File: src/rtl/sirq_pkg.sv
package sirq_pkg;

    localparam int NSRC = 4;

    // Bit positions shared by all four registers
    localparam int SRC_TX  = 3;
    localparam int SRC_RX  = 2;
    localparam int SRC_TMO = 1;
    localparam int SRC_OVR = 0;

    // Event-type sources occupy the low bits
    localparam int NEVT = 2;

    typedef enum logic [1:0] {
        REG_MASK     = 2'd0,
        REG_RAW      = 2'd1,
        REG_MSK_STAT = 2'd2,
        REG_CLEAR    = 2'd3
    } reg_sel_e;

    typedef struct packed {
        logic tx;
        logic rx;
        logic tmo;
        logic ovr;
    } src_vec_t;

    localparam src_vec_t RAW_RESET = '{tx: 1'b1, rx: 1'b0, tmo: 1'b0, ovr: 1'b0};

    function automatic logic [NSRC-1:0] gate_sources(input logic [NSRC-1:0] raw,
                                                     input logic [NSRC-1:0] en);
        return raw & en;
    endfunction

endpackage

File: src/rtl/sirq_level_stage.sv
module sirq_level_stage #(
    parameter logic RST_VAL = 1'b0
) (
    input  logic clk,
    input  logic rst,
    input  logic lvl_i,
    output logic q_o
);
    always_ff @(posedge clk) begin
        if (rst) q_o <= RST_VAL;
        else     q_o <= lvl_i;
    end

    // level bit tracks its input one edge later
    a_r3_level_follows: assert property (@(posedge clk) disable iff (rst)
        1'b1 |=> (q_o == $past(lvl_i)));
endmodule

File: src/rtl/sirq_event_latch.sv
module sirq_event_latch (
    input  logic clk,
    input  logic rst,
    input  logic pulse_i,
    input  logic clr_i,
    output logic q_o
);
    always_ff @(posedge clk) begin
        if (rst)          q_o <= 1'b0;
        else if (pulse_i) q_o <= 1'b1;
        else if (clr_i)   q_o <= 1'b0;
    end

    a_r4_event_sticky: assert property (@(posedge clk) disable iff (rst)
        (q_o && !clr_i) |=> q_o);
    a_r6_event_wins: assert property (@(posedge clk) disable iff (rst)
        pulse_i |=> q_o);
    a_r5_clear_takes: assert property (@(posedge clk) disable iff (rst)
        (clr_i && !pulse_i) |=> !q_o);
endmodule

File: src/rtl/sirq_mask_reg.sv
module sirq_mask_reg
    import sirq_pkg::*;
(
    input  logic            clk,
    input  logic            rst,
    input  logic            wr_en,
    input  logic [NSRC-1:0] wdata,
    output logic [NSRC-1:0] mask_o
);
    always_ff @(posedge clk) begin
        if (rst)        mask_o <= '0;
        else if (wr_en) mask_o <= wdata;
    end

    a_r1_mask_load: assert property (@(posedge clk) disable iff (rst)
        wr_en |=> (mask_o == $past(wdata)));
    a_r9_mask_holds: assert property (@(posedge clk) disable iff (rst)
        !wr_en |=> $stable(mask_o));
endmodule

File: src/rtl/sirq_readback.sv
module sirq_readback
    import sirq_pkg::*;
#(
    parameter int DATA_W = 32
) (
    input  logic              clk,
    input  logic              rst,
    input  logic [1:0]        sel,
    input  logic [NSRC-1:0]   raw,
    input  logic [NSRC-1:0]   mask,
    output logic [DATA_W-1:0] rdata
);
    logic [NSRC-1:0] field;

    always_comb begin
        unique case (reg_sel_e'(sel))
            REG_MASK:     field = mask;
            REG_RAW:      field = raw;
            REG_MSK_STAT: field = gate_sources(raw, mask);
            default:      field = '0;
        endcase
        rdata             = '0;
        rdata[NSRC-1:0]   = field;
    end

    a_r10_clear_reads_zero: assert property (@(posedge clk) disable iff (rst)
        (sel == REG_CLEAR) |-> (rdata == '0));
    a_r7_masked_within_mask: assert property (@(posedge clk) disable iff (rst)
        (sel == REG_MSK_STAT) |-> ((rdata[NSRC-1:0] & ~mask) == '0));
endmodule

File: src/rtl/sirq_status_unit.sv
module sirq_status_unit
    import sirq_pkg::*;
#(
    parameter int DATA_W = 32
) (
    input  logic              clk,
    input  logic              rst,
    input  logic [1:0]        bus_addr,
    input  logic              bus_we,
    input  logic [NSRC-1:0]   bus_wdata,
    output logic [DATA_W-1:0] bus_rdata,
    input  logic              tx_level,
    input  logic              rx_level,
    input  logic              rx_timeout_pulse,
    input  logic              rx_overrun_pulse,
    output logic              irq
);
    localparam logic [NSRC-1:0] RST_BITS = RAW_RESET;

    logic [NSRC-1:0] src_in;
    logic [NSRC-1:0] raw_q;
    logic [NSRC-1:0] mask_q;
    logic            mask_wr;
    logic            clr_wr;

    always_comb begin
        src_in          = '0;
        src_in[SRC_TX]  = tx_level;
        src_in[SRC_RX]  = rx_level;
        src_in[SRC_TMO] = rx_timeout_pulse;
        src_in[SRC_OVR] = rx_overrun_pulse;
    end

    assign mask_wr = bus_we && (bus_addr == REG_MASK);
    assign clr_wr  = bus_we && (bus_addr == REG_CLEAR);

    genvar g;
    generate
        for (g = NEVT; g < NSRC; g++) begin : g_level
            sirq_level_stage #(.RST_VAL(RST_BITS[g])) u_lvl (
                .clk   (clk),
                .rst   (rst),
                .lvl_i (src_in[g]),
                .q_o   (raw_q[g])
            );
        end
        for (g = 0; g < NEVT; g++) begin : g_event
            sirq_event_latch u_evt (
                .clk     (clk),
                .rst     (rst),
                .pulse_i (src_in[g]),
                .clr_i   (clr_wr && bus_wdata[g]),
                .q_o     (raw_q[g])
            );
        end
    endgenerate

    sirq_mask_reg u_mask (
        .clk    (clk),
        .rst    (rst),
        .wr_en  (mask_wr),
        .wdata  (bus_wdata),
        .mask_o (mask_q)
    );

    sirq_readback #(.DATA_W(DATA_W)) u_rd (
        .clk   (clk),
        .rst   (rst),
        .sel   (bus_addr),
        .raw   (raw_q),
        .mask  (mask_q),
        .rdata (bus_rdata)
    );

    assign irq = |gate_sources(raw_q, mask_q);

    // reset values of raw status
    a_r2_raw_reset: assert property (@(posedge clk)
        rst |=> (raw_q == RST_BITS));
    // no interrupt without an enabled source
    a_r8_irq_needs_enable: assert property (@(posedge clk) disable iff (rst)
        irq |-> (mask_q != '0));
    // raw event bits untouched by writes outside the clear register
    a_r9_raw_write_ignored: assert property (@(posedge clk) disable iff (rst)
        (bus_we && (bus_addr == REG_RAW) && !rx_timeout_pulse && !rx_overrun_pulse)
        |=> (raw_q[NEVT-1:0] == $past(raw_q[NEVT-1:0])));
endmodule

File: config.mk
export PLATFORM = sky130hd
export DESIGN_NAME = sirq_status_unit
export DESIGN_NICKNAME = d
export VERILOG_FILES = /design/src/rtl/sirq_pkg.sv /design/src/rtl/sirq_level_stage.sv /design/src/rtl/sirq_event_latch.sv /design/src/rtl/sirq_mask_reg.sv /design/src/rtl/sirq_readback.sv /design/src/rtl/sirq_status_unit.sv
export SDC_FILE = /design/constraint.sdc
export NUM_CORES = 1
export LEC_CHECK = 0
export ABC_AREA = 1
export BUFFER_PORTS_ARGS = -buffer_cell sky130_fd_sc_hd__buf_2
export CORE_UTILIZATION = 34
export CTS_CLUSTER_DIAMETER = 200
export DETAILED_ROUTE_END_ITERATION = 12
export HOLD_SLACK_MARGIN = 0.05
export PLACE_DENSITY = 0.67
export SLEW_MARGIN = 5
export SYNTH_ARGS = -nofsm -noshare
export SYNTH_HDL_FRONTEND = slang
export SYNTH_HIERARCHICAL = 1
export SYNTH_SLANG_ARGS = --single-unit
File: constraint.sdc
create_clock -name clk -period 1.1 [get_ports clk]
set_clock_uncertainty 0.2 [all_clocks]
set_input_delay 0.055 -clock clk [delete_from_list [all_inputs] [get_ports clk]]
set_output_delay 0.055 -clock clk [all_outputs]
set_load 0.005 [all_outputs]
# Yosys cells after proc, flatten, opt, wreduce, memory -nomap -nowiden
# Cells that the tools add are included.
[op_classes] eq_ne=3 reduce_logical=8 mux=5 n_bitwise=1
[op_table] cell="4-bit case mux with 3 select lines" n=1
[op_table] cell="4-bit AND" n=1
[op_table] cell="2-bit equality test, second input constant" n=2
[op_table] cell="1-bit logical AND" n=4
[op_table] cell="1-bit two-way mux" n=4
[op_table] cell="2-bit nonzero test" n=2
[op_table] cell="4-bit OR reduction" n=1
[op_table] cell="2-bit by 1-bit equality test with 1-bit output, second input constant" n=1
[op_table] cell="2-bit logical NOT" n=1
[totals] regBits=8 out_inout_bits=33 elab_cells=22 input_bits=13

# Depth between registers and ports, before layout
# Gate-level depths: netlist (run 1).
[depth] depth_word=5 mapped_depth=5 depth_no_buf=5

# By module
# Netlist (run 1), hierarchy kept.
[by_module_without_submodules] mod="sirq_readback" instances=1 cells_each=56 area_per_inst_um2=320.3
[by_module_without_submodules] mod="sirq_mask_reg" instances=1 cells_each=26 area_per_inst_um2=172.7
[by_module_without_submodules] mod="sirq_event_latch" instances=2 cells_each=5 area_per_inst_um2=40.0
[by_module_without_submodules] mod="sirq_status_unit" instances=1 cells_each=15 area_per_inst_um2=61.3
[by_module_without_submodules] mod="sirq_level_stage at g_level[3].u_lvl" instances=1 cells_each=4 area_per_inst_um2=31.3
[by_module_without_submodules] mod="sirq_level_stage at g_level[2].u_lvl" instances=1 cells_each=3 area_per_inst_um2=30.0

# Worst setup path before layout (run 1)
# Ideal clock, no wire load.
[synth_path] kind="in2reg" startpoint="input bus_addr[1]" endpoint="register u_mask.mask_o[1]" t_arrival_ps=556 slack_ps=230 path_buffers=1 path_stages=5 cell_sequence="nor3b_1 > buf_6 > nand2_1 > nand2_1 > nor2_2"
[synth_between] elab_chain_cells=2
[synth_lines] item="from (decl)" line_no="sirq_status_unit.sv:8" rtl="input logic [1:0] bus_addr,"
[synth_lines] item="2-bit logical NOT" line_no="sirq_status_unit.sv:34" rtl="assign mask_wr = bus_we && (bus_addr == REG_MASK);"
[synth_lines] item="1-bit logical AND" line_no="sirq_status_unit.sv:34"
[synth_lines] item="to (signal assigned)" line_no="sirq_mask_reg.sv:12" rtl="else if (wr_en) mask_o <= wdata;"
[synth_lines] item="to (decl)" line_no="sirq_mask_reg.sv:8" rtl="output logic [NSRC-1:0] mask_o"
# No other way between the ends.
# A chain may end at the register's enable or synchronous reset.

# Worst setup path after layout (run 1)
[layout_path] startpoint="register g_event[1].u_evt.q_o" endpoint="output bus_rdata[1]"
[layout_between] elab_chain_cells=2
[layout_lines] item="from (decl)" line_no="sirq_event_latch.sv:6" rtl="output logic q_o"
[layout_lines] item="from (signal assigned)" line_no="sirq_event_latch.sv:9" rtl="if (rst) q_o <= 1'b0;"
[layout_lines] item="from (signal assigned)" line_no="sirq_event_latch.sv:10" rtl="else if (pulse_i) q_o <= 1'b1;"
[layout_lines] item="from (signal assigned)" line_no="sirq_event_latch.sv:11" rtl="else if (clr_i) q_o <= 1'b0;"
[layout_lines] item="4-bit AND" line_no="sirq_pkg.sv:32" rtl="return raw & en;"
[layout_lines] item="4-bit case mux with 3 select lines *" line_no="sirq_readback.sv:16" rtl="unique case (reg_sel_e'(sel))"
[layout_lines] item="to (decl)" line_no="sirq_status_unit.sv:11" rtl="output logic [DATA_W-1:0] bus_rdata,"
# Every way passes the cells marked *; elsewhere a longest branch is shown, timed or not.

==> results.json, run 1 <==
{
  "tns_ns": -0.276,
  "ir_drop_v": 0.000519,
  "wirelength_um": 1100,
  "die_w_um": 47.2,
  "seq_area_um2": 170,
  "fillers": 206,
  "antenna_cells": 0,
  "rows": 15,
  "total_power_w": 0.000713,
  "finalCriticalPeriod_ns": 1.18,
  "hpwlAfterDp_um": 885,
  "arrival_ns": 0.93,
  "design_area_um2": 822,
  "vias_per_cell": 3.46,
  "grt_pass1_vias": 431,
  "critPathKind": "register to primary output",
  "crit_required_ns": 0.84,
  "boundaryPins": 46,
  "place_inst": 155,
  "yosysUniqueCellTypes": 13,
  "cp_max_fo": 3,
  "grt_max_degree": 9,
  "gp_congestion": 0.770,
  "routedWlPerCell_um": 6.61,
  "clockBufferDepth": 2,
  "hold_path.class": "primary input to register",
  "netlist_area_um2": 696,
  "place_ws_ns": 0.0765,
  "start_kind": "register",
  "multi_input_area_um2": 318,
  "yosysSeqAreaShare_pct": 23.0,
  "die_h_um": 47.2,
  "yosysWarnings": 6,
  "setup_viol_count_final": 5,
  "antenna_left": 0,
  "netlist_instances": 114,
  "drive_above_1_share_pct": 23.9,
  "drt_iter0_markers": 8,
  "rrSetupSlack_ns": 0.29,
  "grt_pass1_wl_um": 1670,
  "fin_ws_ns": -0.0835,
  "h-tree-depth": 1,
  "final_max_slew_viol_count": 0,
  "fin_crit_sh_pct": 108,
  "mostFrequentLayoutCell": "nand2_1",
  "drt-pass1-iter-count": 2,
  "grt_setup_unrepaired": "yes",
  "io_buffer_count": 17,
  "initial_core_util_pct": 38.2,
  "cts-root-buf": "clkbuf_4",
  "cap_violations": 0,
  "ys_ff_latch": 8,
  "p_leak_nw": 0.527,
  "place_area_um2": 699,
  "dieArea_um2": 2230,
  "path_clk_slew_ns": 0.05,
  "fp.coreArea_um2": 1820,
  "insertion_delay_ns": 0.25,
  "drc": 0,
  "power.density_nw_per_um2": 867,
  "violations": "negative setup slack",
  "final_hold_viol_count": 0,
  "num_vias": 578,
  "max_freq_mhz": 845,
  "status": "complete, but fails checks",
  "stdcell_count": 167,
  "nets": 157,
  "postCtsSetupRepairBufs": 0,
  "grt_antenna_before_repair": 0,
  "numCtsBuffers": 3,
  "synthToLayoutAreaGrowth_pct": 18.2,
  "cts_tree": "built",
  "final_cell_mix": "nand2_1 (31), conb_1 (28), inv_1 (25)",
  "grt-ovfl-total": 0,
  "setup.worst_path.end_class": "primary output",
  "clock-sinks": 8,
  "grt.total_usage_pct": 11.0,
  "syn_avg_cell_area_um2": 6.10
}
## layout make-up
type                            count  area share (%)
Multi-Input combinational cell     78            38.7
Timing Repair Buffer               27            22.2
Sequential cell                     8            20.7
Inverter                           26            11.9
Tap cell                           25            3.81
Clock buffer                        3            2.74
## power breakdown
group,internal (W),total (W),switching (W)
logic,0.0000760,0.000166,0.0000901
registers,0.000310,0.000323,0.0000128
clock network,0.000125,0.000224,0.0000988
total,0.000511,0.000713,0.000202
## logic make-up after synthesis
logic type | synth area share (%)
AOI/OAI and AO/OA | 5.40
buffers and inverters | 45.9
other | 0.539
and+or+nand+nor | 25.2
DFF | 23.0
## metrics by stage
step / hold WS, ns / util [%]
2_1_floorplan: -0.0826 / -
5_1_grt: 0.113 / 45.2
3_5_place_dp: 0.0368 / 38.4
6_report: 0.0754 / 45.2
4_1_cts: 0.0801 / 45.0
3_3_place_gp: 0.0320 / 38.4
## what timing repair did
item                                    CTS  global route
hold buffers                              9             0
gates resized for setup                   7             2
endpoints found under the hold margin     8             0
endpoints found under the setup margin    5             5
pin swaps                                 2             1
## critical path, cell delays in order, from the launching register on
cell and delay, ns:
dfxtp_2 0.34, inv_1 0.04, o21ai_1 0.06, nand2_1 0.07, inv_1 0.06, buf_2 0.11
## flip-flops by register name (all words and copies together) (netlist names)
name               cells
u_mask/mask_o          4
g_event.u_evt/q_o      2
g_level.u_lvl/q_o      2
## Yosys cell counts, drive strengths merged
cell,number,area share [%]
nand3,1,0.72
nor3b,1,1.1
dfxtp,8,23
nor2,11,6.7
inv,26,14
conb,1,0.54
a21oi,2,2.5
buf,29,32
o21ai,4,2.9
nand2,31,17
## path summary, 6_finish.rpt
check,end,depth (start not counted),from
min reg2reg,g_event[0].u_evt/q_o,2,g_event[0].u_evt/q_o
max,bus_rdata[1],5,g_event[1].u_evt/q_o
max reg2reg,u_mask/mask_o[1],2,u_mask/mask_o[1]
min,g_event[0].u_evt/q_o,6,bus_we
## per-layer routing
layer	global-route usage (%)	vias up	wire length (um)
met1	12.9	228	515
met5	0	-	0
met4	6.86	0	0
met2	17.0	28	520
met3	3.85	0	68
li1	-	322	-
No activity file was read; power rests on OpenSTA's default activity.
==> run 2: changes to the inputs <==
--- a/config.mk
+++ b/config.mk
@@ -7,6 +7,7 @@
 export LEC_CHECK = 0
 export ABC_AREA = 1
 export BUFFER_PORTS_ARGS = -buffer_cell sky130_fd_sc_hd__buf_2
+export CORE_ASPECT_RATIO = 0.9
 export CORE_UTILIZATION = 34
 export CTS_CLUSTER_DIAMETER = 200
 export DETAILED_ROUTE_END_ITERATION = 12
==> run 2 against run 1 <==
Against the previous run: the run still ends with negative setup slack left; clock power is essentially flat; cell count grew 1.8%; critical path depth is the same; count of clock-buffer cells in the layout is the same; die area is essentially flat; worst hold slack gained 0.0067 ns; largest power group unchanged; highest routed layer unchanged.
==> results.json, run 2 (synthesized netlist as in run 1, its figures left out) <==
{
  "p_int_w": 0.000521,
  "violations": "negative setup slack",
  "swShare_pct": 29.1,
  "grt_pass1_wl_um": 1860,
  "place_area_um2": 707,
  "drive_above_1_share_pct": 29.0,
  "fin_util_pct": 44.5,
  "grt.total_usage_pct": 11.1,
  "multi_input_area_um2": 325,
  "finalCriticalPeriod_ns": 1.18,
  "status": "complete, but fails checks",
  "hold_path.class": "primary input to register",
  "clock-sinks": 8,
  "path_clk_slew_ns": 0.06,
  "p_comb_share_pct": 25.1,
  "setup_viol_count_final": 5,
  "numCtsBuffers": 3,
  "reg.largest.list": "u_mask/mask_o: 4 flops, g_event.u_evt/q_o: 2 flops, g_level.u_lvl/q_o: 2 flops",
  "p_leak_nw": 0.544,
  "io_buffer_count": 17,
  "drt-pass1-iter-count": 5,
  "largest_reg_flops": 4,
  "start_kind": "register",
  "path_delay_family": "flip-flops",
  "regMostFlops": "u_mask/mask_o",
  "routedWlPerCell_um": 7.39,
  "cpPeakStageDelay_ns": 0.35,
  "critPathSlowestCell": "dfxtp_2",
  "cap_violations": 0,
  "final_max_slew_viol_count": 0,
  "critPathKind": "register to primary output",
  "sequentialPowerShare_pct": 44.1,
  "mostFrequentLayoutCell": "nand2_1",
  "die_w_um": 49.7,
  "path_buf_inv": 3,
  "num_vias": 642,
  "gp_congestion": 0.736,
  "grt_setup_unrepaired": "yes",
  "antenna_left": 0,
  "max_freq_mhz": 849,
  "total_power_w": 0.000736,
  "fin_crit_sh_pct": 107,
  "antenna_cells": 0,
  "grt_antenna_before_repair": 0,
  "initial_core_util_pct": 36.3,
  "drt_iter0_markers": 10,
  "nets": 160,
  "boundaryPins": 46,
  "wirelength_um": 1260,
  "crit_chain": "inv_2, o21ai_2, nand2_1, inv_1, buf_2",
  "crit_required_ns": 0.84,
  "fillers": 215,
  "clockBufferDepth": 2,
  "tns_ns": -0.301,
  "design_area_um2": 852,
  "dieArea_um2": 2230,
  "grt-ovfl-total": 0,
  "grt_pass1_vias": 488,
  "cts_tree": "built",
  "ir_drop_v": 0.000652,
  "cts-root-buf": "clkbuf_4",
  "clock_power_share_pct": 30.8,
  "arrival_ns": 0.92,
  "fp.coreArea_um2": 1910,
  "cp_max_fo": 3,
  "p_sw_w": 0.000214,
  "seq_area_um2": 170,
  "final_hold_viol_count": 0,
  "synthToLayoutAreaGrowth_pct": 22.5,
  "power.density_nw_per_um2": 863,
  "rows": 15,
  "vias_per_cell": 3.78,
  "setup.worst_path.end_class": "primary output",
  "insertion_delay_ns": 0.25,
  "grt_max_degree": 9,
  "drc": 0,
  "h-tree-depth": 1,
  "die_h_um": 44.9,
  "hpwlAfterDp_um": 963,
  "final_cell_mix": "nand2_1 (31), conb_1 (28), inv_1 (22)",
  "fin_ws_ns": -0.0775
}
-- run 2: cell count changes in the layout (fill, tap and decap cells not counted) --
| cell | delta |
|---|---|
| buf_4 | +3 |
| inv_1 | -3 |
| inv_2 | +3 |
| o21ai_0 | -3 |
| o21ai_2 | +2 |
| o21ai_1 | +1 |
-- run 2: area by class of cell --
class	count	share of cell area [%]
flip-flops and latches	8	20.0
multi-input cells	78	38.2
inverters	26	11.5
repair buffers	30	24.1
well taps	25	3.67
clock buffers	3	2.64
-- run 2: final timing paths --
check / startpoint / to / slack (ns) / cells past startpoint
min: bus_we / g_event[1].u_evt/q_o / 0.08 / 6
max: g_event[1].u_evt/q_o / bus_rdata[1] / -0.08 / 5
max reg2reg: u_mask/mask_o[1] / u_mask/mask_o[1] / 0.17 / 3
min reg2reg: g_event[0].u_evt/q_o / g_event[0].u_evt/q_o / 0.29 / 2
-- run 2: routing by layer --
metal | GRT usage (%) | up-vias | wire length [um]
met5 | 0 | - | 0
met2 | 21.1 | 33 | 648
met1 | 11.6 | 279 | 516
met4 | 3.43 | 0 | 0
met3 | 4.04 | 0 | 91
li1 | - | 330 | -
-- run 2: worst register-to-register path, cell delays in order (launching register included) --
cell and delay [ns]:
dfxtp_2 0.32, buf_4 0.12, nor2_1 0.12, nor2_2 0.05
-- run 2: per-stage QoR --
stage / cells / hold WS, ns / worst slack [ns]
2_1_floorplan: 141 / -0.0826 / 0.230
3_3_place_gp: 156 / 0.0267 / 0.103
3_5_place_dp: 156 / 0.0306 / 0.0653
4_1_cts: 168 / 0.0744 / -0.0757
5_1_grt: 170 / 0.106 / -0.136
6_report: 170 / 0.0821 / -0.0775
-- run 2: repair_timing --
action,CTS,global route
hold buffers,9,0
pin swaps,2,6
endpoints found under the hold margin,8,0
endpoints found under the setup margin,5,5
gates resized for setup,11,6
buffers inserted,0,2
-- run 2: power by group through the flow --
stage                     sequential, W  combinational (W)  clock (W)
after floorplan                0.000322           0.000165          0
after global placement         0.000326           0.000142          0
after detailed placement       0.000326           0.000145          0
after CTS                      0.000324           0.000173   0.000231
after global routing           0.000326           0.000211   0.000253
final                          0.000325           0.000185   0.000226
